$ cat src/rtl/bsp_adj_pkg.sv
package bsp_adj_pkg;
    // Slot addressing: 8-byte slots, low three address bits are always zero
    localparam int SLOT_LSB   = 3;
    // Bits of the slot number that locate a slot within a 64-slot group
    localparam int IDX_W      = 6;
    // Register slots per group; the 64th slot is the NaT collection word
    localparam int GROUP_REGS = 63;

    typedef enum logic {
        SEL_BSP   = 1'b0,
        SEL_STORE = 1'b1
    } rd_sel_e;
endpackage

$ cat src/rtl/bsp_nat_div.sv
module bsp_nat_div #(
    parameter int SUM_MAX = 190
) (
    input  logic [$clog2(SUM_MAX+1)-1:0]                              sum_i,
    output logic [$clog2(SUM_MAX/bsp_adj_pkg::GROUP_REGS+1)-1:0]      quo_o
);
    import bsp_adj_pkg::*;

    localparam int SUM_W = $clog2(SUM_MAX + 1);
    localparam int QMAX  = SUM_MAX / GROUP_REGS;
    localparam int Q_W   = $clog2(QMAX + 1);

    // One comparator per possible quotient step; the quotient is the
    // number of thresholds the sum reaches (thermometer code).
    logic [QMAX-1:0] reach;

    for (genvar k = 0; k < QMAX; k++) begin : g_thr
        localparam int THR = GROUP_REGS * (k + 1);
        assign reach[k] = (sum_i >= SUM_W'(THR));
    end

    always_comb begin
        quo_o = '0;
        for (int i = 0; i < QMAX; i++) begin
            quo_o = quo_o + Q_W'(reach[i]);
        end
    end
endmodule

$ cat src/rtl/bsp_ptr_calc.sv
module bsp_ptr_calc #(
    parameter int SLOT_W   = 61,
    parameter int NDIRTY_W = 7
) (
    input  logic [SLOT_W-1:0]   store_slot_i,
    input  logic [NDIRTY_W-1:0] ndirty_i,
    output logic [SLOT_W-1:0]   bsp_slot_o
);
    import bsp_adj_pkg::*;

    localparam int DIRTY_MAX = (1 << NDIRTY_W) - 1;
    localparam int SUM_MAX   = (GROUP_REGS) + DIRTY_MAX;
    localparam int SUM_W     = $clog2(SUM_MAX + 1);
    localparam int Q_W       = $clog2(SUM_MAX / GROUP_REGS + 1);

    logic [SUM_W-1:0] grp_sum;
    logic [Q_W-1:0]   skip;

    // Position inside the group plus the dirty span
    assign grp_sum = SUM_W'(store_slot_i[IDX_W-1:0]) + SUM_W'(ndirty_i);

    bsp_nat_div #(
        .SUM_MAX(SUM_MAX)
    ) div_i (
        .sum_i(grp_sum),
        .quo_o(skip)
    );

    assign bsp_slot_o = store_slot_i + SLOT_W'(ndirty_i) + SLOT_W'(skip);
endmodule

$ cat src/rtl/bsp_store_adjust.sv
module bsp_store_adjust #(
    parameter int ADDR_W   = 64,
    parameter int NDIRTY_W = 7
) (
    input  logic                clk,
    input  logic                rst_n,
    input  logic                wr_en,
    input  logic [ADDR_W-1:0]   wr_data,
    input  logic                dirty_we,
    input  logic [NDIRTY_W-1:0] dirty_wdata,
    input  logic                rd_en,
    input  logic                rd_sel,
    output logic [ADDR_W-1:0]   rd_data,
    output logic [ADDR_W-1:0]   bsp_o,
    output logic [ADDR_W-1:0]   bspstore_o,
    output logic [ADDR_W-1:0]   bsp_load_o,
    output logic [5:0]          rnat_idx_o,
    output logic [NDIRTY_W-1:0] ndirty_o
);
    import bsp_adj_pkg::*;

    localparam int SLOT_W = ADDR_W - SLOT_LSB;

    typedef struct packed {
        logic [SLOT_W-1:0]   bsp;
        logic [SLOT_W-1:0]   store;
        logic [SLOT_W-1:0]   load;
        logic [IDX_W-1:0]    idx;
        logic [NDIRTY_W-1:0] nd;
    } ptr_state_t;

    ptr_state_t st_d, st_q;
    logic [SLOT_W-1:0] wr_slot;
    logic [SLOT_W-1:0] new_bsp;

    assign wr_slot = wr_data[ADDR_W-1:SLOT_LSB];

    // BSP candidate from the written slot and the count held before this edge
    bsp_ptr_calc #(
        .SLOT_W  (SLOT_W),
        .NDIRTY_W(NDIRTY_W)
    ) calc_i (
        .store_slot_i(wr_slot),
        .ndirty_i    (st_q.nd),
        .bsp_slot_o  (new_bsp)
    );

    always_comb begin
        st_d = st_q;
        if (wr_en) begin
            st_d.bsp   = new_bsp;
            st_d.store = wr_slot;
            st_d.load  = wr_slot;
            st_d.idx   = wr_slot[IDX_W-1:0];
        end
        if (dirty_we) begin
            st_d.nd = dirty_wdata;
        end
    end

    always_ff @(posedge clk or negedge rst_n) begin
        if (!rst_n) begin
            st_q <= '0;
        end else begin
            st_q <= st_d;
        end
    end

    assign bsp_o      = {st_q.bsp,   {SLOT_LSB{1'b0}}};
    assign bspstore_o = {st_q.store, {SLOT_LSB{1'b0}}};
    assign bsp_load_o = {st_q.load,  {SLOT_LSB{1'b0}}};
    assign rnat_idx_o = st_q.idx;
    assign ndirty_o   = st_q.nd;

    always_comb begin
        rd_data = '0;
        if (rd_en) begin
            rd_data = (rd_sel_e'(rd_sel) == SEL_STORE) ? bspstore_o : bsp_o;
        end
    end
endmodule

$ cat config.mk
export PLATFORM = sky130hd
export DESIGN_NAME = bsp_store_adjust
export DESIGN_NICKNAME = d
export VERILOG_FILES = /design/src/rtl/bsp_adj_pkg.sv /design/src/rtl/bsp_nat_div.sv /design/src/rtl/bsp_ptr_calc.sv /design/src/rtl/bsp_store_adjust.sv
export SDC_FILE = /design/constraint.sdc
export NUM_CORES = 1
export LEC_CHECK = 0
export BUFFER_PORTS_ARGS = -buffer_cell sky130_fd_sc_hd__buf_4
export CAP_MARGIN = 5
export CORE_MARGIN = 4
export CORE_UTILIZATION = 54
export CTS_CLUSTER_DIAMETER = 60
export CTS_CLUSTER_SIZE = 12
export DETAILED_ROUTE_END_ITERATION = 6
export GPL_TIMING_DRIVEN = 0
export PLACE_DENSITY = 0.88
export SLEW_MARGIN = 20
export SYNTH_ARGS = -nofsm -noshare
export SYNTH_HDL_FRONTEND = slang
export SYNTH_HIERARCHICAL = 1
export SYNTH_SLANG_ARGS = --single-unit
$ cat constraint.sdc
create_clock -name clk -period 8.6 [get_ports clk]
set_clock_uncertainty 0.05 [all_clocks]
set_input_delay 0.43 -clock clk [delete_from_list [all_inputs] [get_ports clk]]
set_output_delay 0.43 -clock clk [all_outputs]
set_load 0.01 [all_outputs]
==> flow_summary.json <==
{
  "crit_arrival_ns": 5.98,
  "multiInputGateArea_um2": 4600,
  "insertedDiodeCount": 0,
  "cts_tree": "built",
  "overflow": 0,
  "required_ns": 8.84,
  "crit_path_max_incr_delay_ns": 0.53,
  "root_buffer": "clkbuf_16",
  "drc": 0,
  "intPower_uw": 1600,
  "combPwrFrac_pct": 32.4,
  "synthCells": 749,
  "die_h_um": 135,
  "finalSetupViolCount": 0,
  "layout_common_cells": "buf_4, dfrtp_1, mux2_4",
  "ir_worst_vdd_mv": 0.138,
  "synthesis.area_um2": 8690,
  "synthDistinctLibCells": 49,
  "clk_pin_slew_worst_paths_ns": 0.06,
  "antenna_found_initial": 0,
  "slew_viol_final": 0,
  "die_x_um": 135,
  "synth.avg_cell_area_um2": 11.6,
  "hold_path.class": "in2reg",
  "rsz0062_at_grt": "false",
  "rows": 46,
  "clock_path_buffers": 2,
  "post-route-min-period_ns": 5.74,
  "insertion_delay_ns": 0.41,
  "power.total_uw": 2270,
  "numClockSinks": 129,
  "via_count": 7049,
  "critPathMaxFanout": 10,
  "portBuffers": 327,
  "layout.area.seq_um2": 3230,
  "hold_violations": 0,
  "crit_chain": "ha_1 > a21o_1 > a21oi_1 > o21bai_1 > xor2_1 > and4_4 > a311o_1 > fa_1 > inv_1 > fa_1 > inv_1 > ha_1 > inv_1 > fa_1 > nand2b_1 > a21oi_1 > o211ai_4 > buf_2 > nor3_1 > xnor2_1 > mux2_2",
  "slowest_stage": "fa_1",
  "start_kind": "register",
  "status": "finished, final reports clean",
  "holdWs_ns": 0.196,
  "start_util_pct": 54.9,
  "grt_max_degree": 74,
  "fmax_mhz": 174,
  "switchingPower_uw": 673,
  "tightestPinTransition_ns": 0.767,
  "synth-seq-cells": 129,
  "ant_nets": 0,
  "finalCritPeriodShare_pct": 66.8,
  "endpoint_kind": "register",
  "avgViaCountPerCell": 5.28,
  "cts_setup_buffers": 0,
  "clockPowerShare_pct": 33.4,
  "dp_slack_ns": 2.82,
  "yosysSeqAreaShare_pct": 37.1,
  "cap_violations": 0,
  "wl_per_cell_um": 19.4,
  "power_frac_seq_pct": 34.2,
  "final_nets": 1207,
  "layout-drive-gt1-share_pct": 54.2,
  "die_area_um2": 18200,
  "gp_congestion": 0.838,
  "crit_type": "reg2reg",
  "drt_pass1_iterations": 5,
  "grt_usage_pct": 28.0,
  "wl_um": 25900,
  "areaGrowthSynthToFinish_pct": 39.5,
  "cts_buffers": 17,
  "grt_pass1_vias": 7356,
  "core_area_um2": 15800,
  "setup_ws_ns": 2.86,
  "power_density_nw_per_um2": 187,
  "cts-resized-gates": 0,
  "tns_ns": 0,
  "power.leakage_uw": 0.00610,
  "dr.first_iter.drc_count": 285,
  "ios": 346,
  "grt_pass1_wl_um": 39900,
  "switching_share_pct": 29.6,
  "yosysWarningCount": 6,
  "htree_num_levels": 4,
  "relSlewSlack_pct": 48.5,
  "place.detailed.hpwl_um": 20000,
  "dpl.cell_count": 1304,
  "layout_commonest_cell": "buf_4",
  "fillCellCount": 1040,
  "fin_cells": 1336
}
==> routing by layer <==
layer / up-vias / routed length (um) / track usage [%]
li1: 3219 / - / -
met1: 3471 / 10100 / 33.6
met2: 306 / 13500 / 49.8
met3: 53 / 1780 / 5.70
met4: 0 / 652 / 9.73
met5: - / 0 / 0
==> flip-flops by register name (all words and copies together), names as in the netlist <==
register	count
bsp_o	61
ndirty_o	7
bsp_load_o	61
==> power groups by stage <==
stage          Clock, uW  Sequential [uW]  Combinational, uW
2_1_floorplan          0              792                370
3_3_place_gp           0              780                713
3_5_place_dp           0              781                739
4_1_cts              764              775                744
5_1_grt              789              786                791
6_report             758              775                736
==> through the flow <==
step | cell area [um2] | util [%]
after global routing | 12100 | 76.6
final | 12100 | 76.6
after detailed placement | 11500 | 72.6
after global placement | 11500 | 72.4
after floorplan | 8730 | -
after CTS | 12100 | 76.6
==> Yosys cell counts, drive strengths merged <==
cell    instances  area (um2)
a31oi           1        6.26
nand2          22        82.6
nand3          20         105
or2             1        6.26
nor4           14         130
nor3           22         115
inv            20        75.1
a21o            4        30.0
and4            2        20.0
xnor2          22         193
o21bai          1        7.51
o211ai          4        43.8
nand2b          2        12.5
o21a            2        15.0
and2            1        6.26
nor2           20        77.6
and4b           1        10.0
fa              8         160
nand4          12         105
mux2          129        1750
buf           104         806
dfrtp         129        3230
a31o            2        17.5
ha             14         175
a211oi          1        7.51
a311o           1        10.0
clkbuf          7        26.3
o31a            1        8.76
conb            1        3.75
mux2i          61         611
nor2b          62         388
xor2           40         350
a21oi           8        40.0
nor4b           1        15.0
o21ai           4        20.0
and3            5        31.3
==> worst max-delay path, delay by kind of cell, from the launching register on <==
kind | cells | cell delay [ns]
fa+ha+maj | 5 | 1.81
compound gates | 6 | 1.60
simple gates | 3 | 0.64
buf+inv | 4 | 0.52
flops | 1 | 0.46
xor+xnor | 2 | 0.27
mux | 1 | 0.27
==> area by class of cell <==
type	count	share of cell area, %
timing repair buffer	329	20.6
sequential	129	26.6
clock buffer	22	4.08
tap	216	2.23
inverter	20	0.619
buffer	111	6.86
clock inverter	9	1.06
multi-input combinational	500	37.9
==> what timing repair did <==
item / CTS / global route
setup endpoints to repair: 0 / 0
hold buffers: 1 / 0
endpoints found under the hold margin: 56 / 0
==> cells by family after synthesis <==
kind of cell    share of synthesized area [%]
flops                                    37.1
mux                                      27.2
simple gates                             12.7
xor+xnor                                 6.25
buf+inv                                  10.4
other cells                            0.0431
compound gates                           2.38
fa+ha+maj                                3.86
==> path summary, 6_finish.rpt <==
path / endpoint / from / cells past startpoint / slack [ns]
setup reg to reg: bsp_o[56]$_DFFE_PN0P_ / ndirty_o[1]$_DFFE_PN0P_ / 21 / 2.86
setup / recovery: bsp_o[56]$_DFFE_PN0P_ / ndirty_o[1]$_DFFE_PN0P_ / 21 / 2.86
hold reg to reg: bsp_o[63]$_DFFE_PN0P_ / bsp_o[63]$_DFFE_PN0P_ / 1 / 0.49
min in group asynchronous: bsp_o[16]$_DFFE_PN0P_ / rst_n / 2 / 0.47
max in group asynchronous: bsp_load_o[43]$_DFFE_PN0P_ / rst_n / 3 / 7.30
hold / removal: ndirty_o[5]$_DFFE_PN0P_ / dirty_wdata[5] / 2 / 0.20
(Power assumes the default switching activity.)
